### src/rtl/ds_hot_reset_seq.sv
module ds_hot_reset_seq #(
  parameter int NUM_DS   = 4,
  parameter int HOLD_W   = 8,
  parameter int DEF_HOLD = 16,
  localparam int PW      = $clog2(NUM_DS + 1)
) (
  input  logic              clk,
  input  logic              rst_n,
  input  logic              cfg_wr_en,
  input  logic [PW-1:0]     cfg_wr_port,
  input  logic              cfg_wr_data,
  input  logic [HOLD_W-1:0] hold_cfg,
  input  logic [NUM_DS-1:0] msg_sent,
  output logic [NUM_DS-1:0] msg_req,
  output logic [NUM_DS-1:0] port_rst,
  output logic [NUM_DS-1:0] field_clr,
  output logic [NUM_DS-1:0] busy
);

  typedef enum logic [2:0] {S_IDLE, S_SEND, S_WAIT, S_RST, S_REL} st_t;

  logic [HOLD_W-1:0] hold_eff;
  logic              up_hit;

  assign hold_eff = (hold_cfg == '0) ? HOLD_W'(DEF_HOLD) : hold_cfg;
  assign up_hit   = cfg_wr_en && cfg_wr_data && (cfg_wr_port == '0);

  for (genvar i = 0; i < NUM_DS; i++) begin : g_port
    st_t               st;
    logic [HOLD_W-1:0] cnt;
    logic              glob;
    logic              hit;

    assign hit = up_hit ||
                 (cfg_wr_en && cfg_wr_data && (cfg_wr_port == PW'(i + 1)));

    always_ff @(posedge clk or negedge rst_n) begin
      if (!rst_n) begin
        st   <= S_IDLE;
        cnt  <= '0;
        glob <= 1'b0;
      end else begin
        case (st)
          S_IDLE: if (hit) begin
            st   <= S_SEND;
            glob <= up_hit;
          end
          S_SEND: st <= S_WAIT;
          S_WAIT: if (msg_sent[i]) begin
            st  <= S_RST;
            cnt <= hold_eff;
          end
          S_RST: begin
            if (cnt <= 1) st <= S_REL;
            else          cnt <= cnt - 1'b1;
          end
          default: st <= S_IDLE;
        endcase
      end
    end

    assign msg_req[i]   = (st == S_SEND);
    assign port_rst[i]  = (st == S_RST);
    assign field_clr[i] = (st == S_RST) && glob;
    assign busy[i]      = (st != S_IDLE);

    AST_RST_AFTER_SENT: assert property (@(posedge clk) disable iff (!rst_n)
      $rose(port_rst[i]) |-> $past(msg_sent[i]));
    AST_REQ_ONE_CYCLE: assert property (@(posedge clk) disable iff (!rst_n)
      msg_req[i] |=> !msg_req[i]);
    AST_CLR_INSIDE_RST: assert property (@(posedge clk) disable iff (!rst_n)
      field_clr[i] |-> port_rst[i]);
    AST_BUSY_COVERS_RST: assert property (@(posedge clk) disable iff (!rst_n)
      port_rst[i] |-> busy[i]);
    AST_NO_RESTART: assert property (@(posedge clk) disable iff (!rst_n)
      $rose(msg_req[i]) |-> !$past(busy[i]));
    AST_CLR_STABLE: assert property (@(posedge clk) disable iff (!rst_n)
      (port_rst[i] && $past(port_rst[i])) |-> $stable(field_clr[i]));
  end

endmodule

### config.mk
export PLATFORM = sky130hd
export DESIGN_NAME = ds_hot_reset_seq
export DESIGN_NICKNAME = d
export VERILOG_FILES = /design/src/rtl/ds_hot_reset_seq.sv
export SDC_FILE = /design/constraint.sdc
export NUM_CORES = 1
export LEC_CHECK = 0
export ABC_AREA = 1
export CORE_MARGIN = 1.5
export CORE_UTILIZATION = 30
export CTS_CLUSTER_SIZE = 20
export DETAILED_ROUTE_END_ITERATION = 10
export PLACE_DENSITY = 0.5
export SLEW_MARGIN = 20
export SYNTH_ARGS = -nofsm -noshare
export SYNTH_HDL_FRONTEND = slang
export SYNTH_SLANG_ARGS = --single-unit
export TNS_END_PERCENT = 1
### constraint.sdc
create_clock -name clk -period 1.75 [get_ports clk]
set_input_delay 0.35 -clock clk [delete_from_list [all_inputs] [get_ports clk]]
set_output_delay 0.35 -clock clk [all_outputs]
set_load 0.005 [all_outputs]
; After elaboration in Yosys (flattened, before gate mapping)
; Cells that the tools add are included.
[op_classes]
addsub = 4
n_lt_le_gt_ge = 4
eq_ne = 32
n_mux = 29
reduce_logical = 40
[ops]
columns = operator, count
row1 = 2-to-1 mux 8 bit, 9
row2 = case mux 8 bit (2 select lines), 4
row3 = case mux 3 bit (4 select lines), 4
row4 = 2-to-1 mux 3 bit, 12
row5 = "<= comparator 8 x 1 -> 1 bit, second input constant", 4
row6 = "subtractor 8 x 1 -> 8 bit, second input constant", 4
row7 = "equality test 3 x 2 -> 1 bit, second input constant", 10
row8 = "!= test 2 bit, second input constant", 12
row9 = AND reduction 3 bit, 8
row10 = "equality test 3 x 1 -> 1 bit, second input constant", 5
row11 = logical NOT 3 bit, 5
row12 = nonzero test 3 bit, 4
row13 = logical AND 1 bit, 10
row14 = logical NOT 8 bit, 1
row15 = "!= test 2 x 1 -> 1 bit, second input constant", 4
row16 = AND reduction 2 bit, 4
row17 = nonzero test 2 bit, 4
row18 = logical OR 1 bit, 4
row19 = "equality test 3 bit, second input constant", 1
[word_totals]
ff_bits = 48
wordCells = 121

; Logic depth before layout (Yosys ltp)
[depth]
word_depth = 5
mapped_depth = 10

; Worst setup path before layout
; OpenSTA, ideal clock, no wires.
[synth_path]
path_type = reg-to-reg
from = register g_port[3].cnt[0]
to = register g_port[3].cnt[2]
setup_ns = 0.117
arrival_time_ns = 1.377
slack_ns = 0.256
stages_incl_launch_ff = 11
n_path_buf = 1
cell_sequence = dfrtp_1 inv_1 ha_1 nor2_1 nor2_2 nand3_4 nand3_4 inv_4 buf_12 nand2_2 o21ai_2
[synth_between]
elab_chain_cells = 3
elab_cells_between_ends = 6
[synth_lines]
columns = item, line
row1 = from (decl), 30  ; logic [HOLD_W-1:0] cnt;
row2 = from (signal assigned), 51  ; cnt <= hold_eff;
row3 = from (signal assigned), 55  ; else cnt <= cnt - 1'b1;
row4 = subtractor 8 x 1 -> 8 bit / <= comparator 8 x 1 -> 1 bit (equally long branches), "55, 54"
row5 = 2-to-1 mux 8 bit / != test 2 bit (equally long branches), n/a
row6 = case mux 8 bit (2 select lines) / AND reduction 3 bit (equally long branches), n/a
; Parallel ways exist; a longest one is shown, timed or not. The select of a mux whose other input is x is not followed.
; A chain may end at the register's enable or synchronous reset.

; Worst setup path after layout
[layout_path]
from = register g_port[0].st[2]
to = output busy[0]
[layout_between]
elab_chain_cells = 1
[layout_lines]
columns = item, line
row1 = from (decl), 29  ; st_t st;
row2 = from (signal assigned), 39  ; st <= S_IDLE;
row3 = from (signal assigned), 45  ; st <= S_SEND;
row4 = from (signal assigned), 48  ; S_SEND: st <= S_WAIT;
row5 = nonzero test 3 bit, 65  ; assign busy[i] = (st != S_IDLE);
row6 = to (decl), 17  ; output logic [NUM_DS-1:0] busy
; Every way passes these cells.

==> results.py <==
metrics = {
    "placement": {
        "place_inst": 688,
        "portBuffers": 34,
        "place_congestion": 0.814,
        "hpwlAfterDp_um": 6780,
    },
    "timing": {
        "rsz0062_at_grt": "true",
        "hold_viol_final": 0,
        "worstMarginPinSlew_ns": 0.323,
        "slew_headroom_pct": 78.4,
        "slew_viol_final": 0,
        "fin_tns_setup_ns": -0.105,
        "setup_viol": 2,
        "fmax_mhz": 551,
        "finalCritPeriodShare_pct": 104,
        "period_minus_slack_ns": 1.82,
        "setup_ws_ns": -0.0660,
        "clock_skew_ns": 0.00787,
    },
    "route": {
        "num_vias": 3240,
        "viasPerCell": 4.63,
        "drc": 0,
        "drt-wirelength-per-cell_um": 12.8,
        "drtIter0Drc": 96,
        "drt_pass1_iterations": 4,
        "drtAntennaViolNets": 0,
        "wl_um": 8970,
    },
    "clock_tree": {
        "cts_hold_buf": 0,
        "cts_tree": "built",
        "cts_sinks": 48,
        "cts_buffers": 5,
        "cts_root_buf": "clkbuf_8",
        "path_clk_slew_ns": 0.10,
        "clock_path_buffers": 2,
        "clock_latency_ns": 0.31,
        "htreeDepth": 2,
    },
    "critical_path": {
        "cp_slowest_stage_delay_ns": 0.45,
        "crit_required_ns": 1.40,
        "worst-path-max-fanout": 4,
        "end_kind": "primary output",
        "criticalPathCategory": "register to primary output",
        "worstPathCellList": "or2_1, nor2_2, inv_1, dlygate4sd2_1",
        "r2r_slack_ns": 0.17,
        "start_kind": "register",
        "crit_arrival_ns": 1.47,
        "slowest_stage": "dfrtp_1",
    },
    "power": {
        "power_density_mw_per_mm2": 1820,
        "finalPower_uw": 7640,
        "p_sw_uw": 3770,
        "clockPowerShare_pct": 11.1,
        "ir_worst_vdd_uv": 735,
        "p_seq_share_pct": 27.9,
        "p_leak_uw": 0.00223,
        "p_sw_share_pct": 49.3,
        "p_int_uw": 3870,
        "pwr-share-comb_pct": 60.9,
    },
    "logic_synthesis": {
        "synth_warnings": 0,
        "synth_area_per_cell_um2": 6.76,
        "synth_top_area_share_pct": 35.6,
        "yosysSeqAreaShare_pct": 35.6,
        "synthTopCellsByArea": "dfrtp_1 36%, nand2_1 20%, inv_1 6.6%",
        "ys_types": 36,
        "syn_nets": 526,
        "netlist_area_mm2": 0.00337,
        "synth_cells": 499,
        "netlist.top_cell.by_area": "dfrtp_1",
        "synth-seq-cells": 48,
    },
    "grt": {
        "overflow": 0,
        "grt_use_total_pct": 16.4,
        "grt_max_degree": 49,
        "grt_pass1_vias": 3234,
        "antenna_found_initial": 0,
        "grt_pass1_wl_um": 15200,
    },
    "die": {
        "die_w_um": 109,
        "rows": 38,
        "dieArea_mm2": 0.0119,
        "placeableCoreArea_mm2": 0.0109,
        "start_util_pct": 31.0,
        "die_y_um": 109,
        "io_pins": 35,
    },
    "outcome": {
        "status": "finished with violations",
        "violations": "negative setup slack",
    },
    "final_layout": {
        "nNetsFinal": 586,
        "utilization_pct": 38.5,
        "final_cells": 700,
        "area_growth_pct": 24.2,
        "drive_above_1_share_pct": 19.1,
        "diodes": 0,
        "fill_cells": 1171,
    },
    "worst_hold_path": {
        "hold_path.class": "input port to asynchronous set/reset pin",
    },
    "job": {
        "drv_cap": 0,
    },
}
-- layer usage --
layer | GRT usage [%] | up-vias | share of wire [%]
met2 | 28.3 | 60 | 48
met1 | 21.4 | 1503 | 46
met4 | 4.32 | 0 | 1.7
li1 | - | 1666 | -
met5 | 0 | - | 0
met3 | 2.15 | 11 | 3.9
-- path summary, 6_finish.rpt --
path,endpoint,start,depth (start not counted)
max in group asynchronous,g_port[3].st[2],rst_n,2
setup / recovery,busy[0],g_port[0].st[2],4
min in group clk,g_port[0].cnt[6],g_port[0].cnt[6],2
hold / removal,g_port[1].cnt[2],rst_n,2
hold reg to reg,g_port[0].cnt[6],g_port[0].cnt[6],2
setup reg to reg,g_port[0].cnt[6],g_port[0].cnt[0],9
-- worst max-delay path: cells and delay by family, from the launching register on --
| family | cells | cell delay (ns) |
|---|---|---|
| DFF | 1 | 0.45 |
| buffers and inverters | 2 | 0.33 |
| and+or+nand+nor | 2 | 0.38 |
-- cell families after synthesis --
group                    after synthesis  share of synthesized area, %
AO/OA/AOI/OAI                         48                          8.34
flip-flops                            48                          35.6
buffers and inverters                 78                          9.75
adder cells (fa/ha/maj)                8                          2.97
AND/OR/NAND/NOR                      313                          42.3
XOR/XNOR                               4                          1.04
-- stage by stage --
stage          instance area, µm²  hold WS [ns]  worst slack [ns]
2_1_floorplan                3370        0.0544             0.256
3_3_place_gp                 4000         0.365            0.0512
3_5_place_dp                 4000         0.368            0.0498
4_1_cts                      4160        0.0181            -0.184
5_1_grt                      4190        0.0227            -0.132
6_report                     4190        0.0153           -0.0660
-- flip-flops by register name, indices dropped and copies added (netlist names) --
name and cells:
g_port.st 12, g_port.cnt 32, g_port.glob 4
-- cell usage in the layout, fill, tap and decap left out, drive strengths merged --
| cell type | instances |
|---|---|
| ha | 8 |
| clkinv | 2 |
| or2 | 5 |
| dlygate4sd2 | 9 |
| nor3 | 4 |
| o21ai | 38 |
| a21oi | 5 |
| nand3b | 2 |
| clkbuf | 7 |
| dfrtp | 48 |
| nand4 | 10 |
| clkdlybuf4s50 | 18 |
| xnor2 | 1 |
| a31oi | 1 |
| nand3 | 37 |
| nor2 | 60 |
| o21bai | 1 |
| dlymetal6s2s | 4 |
| buf | 27 |
| nand2 | 195 |
| bufinv | 1 |
| inv | 71 |
| xor2 | 3 |
| o31ai | 1 |
| a21boi | 1 |
| a21o | 1 |
-- Yosys cell counts --
cell	number
inv_4	2
ha_1	8
nand2_4	1
o21ai_1	6
a21boi_4	1
o31ai_1	1
or2_1	3
nand3b_1	1
clkinv_2	1
nand2_1	177
buf_4	3
inv_1	59
xor2_1	3
xnor2_1	1
nand3_1	31
or2_0	1
buf_2	2
a21o_1	1
o21bai_1	1
or2_2	1
nand4_1	10
o21ai_2	5
inv_2	10
nand2_2	17
dfrtp_1	48
nand3b_2	1
o21ai_0	27
nor2_1	48
nor3_1	4
nand3_2	3
buf_12	1
nand3_4	3
a21oi_1	5
a31oi_1	1
nor2_4	4
nor2_2	8
-- power groups by stage --
| stage | Clock [µW] | Combinational (µW) | Sequential, µW |
|---|---|---|---|
| 2_1_floorplan | 0 | 3430 | 2020 |
| 3_3_place_gp | 0 | 4580 | 2130 |
| 3_5_place_dp | 0 | 4640 | 2130 |
| 4_1_cts | 876 | 4680 | 2120 |
| 5_1_grt | 913 | 5360 | 2220 |
| 6_report | 849 | 4650 | 2130 |
-- layout make-up --
class | instances | area (µm²) | area share (%)
clock inverters | 2 | 35.0 | 0.836
well taps | 140 | 175 | 4.18
inverters | 72 | 279 | 6.65
multi-input cells | 373 | 1900 | 45.2
repair buffers | 59 | 531 | 12.7
flip-flops and latches | 48 | 1200 | 28.7
clock buffers | 6 | 72.6 | 1.73
-- repair_timing --
item,CTS,global route
buffers inserted,4,0
pin swaps,2,2
resized for setup,24,13
endpoints found under the setup margin,16,18
Note: power is estimated with default switching activity, not from simulation.
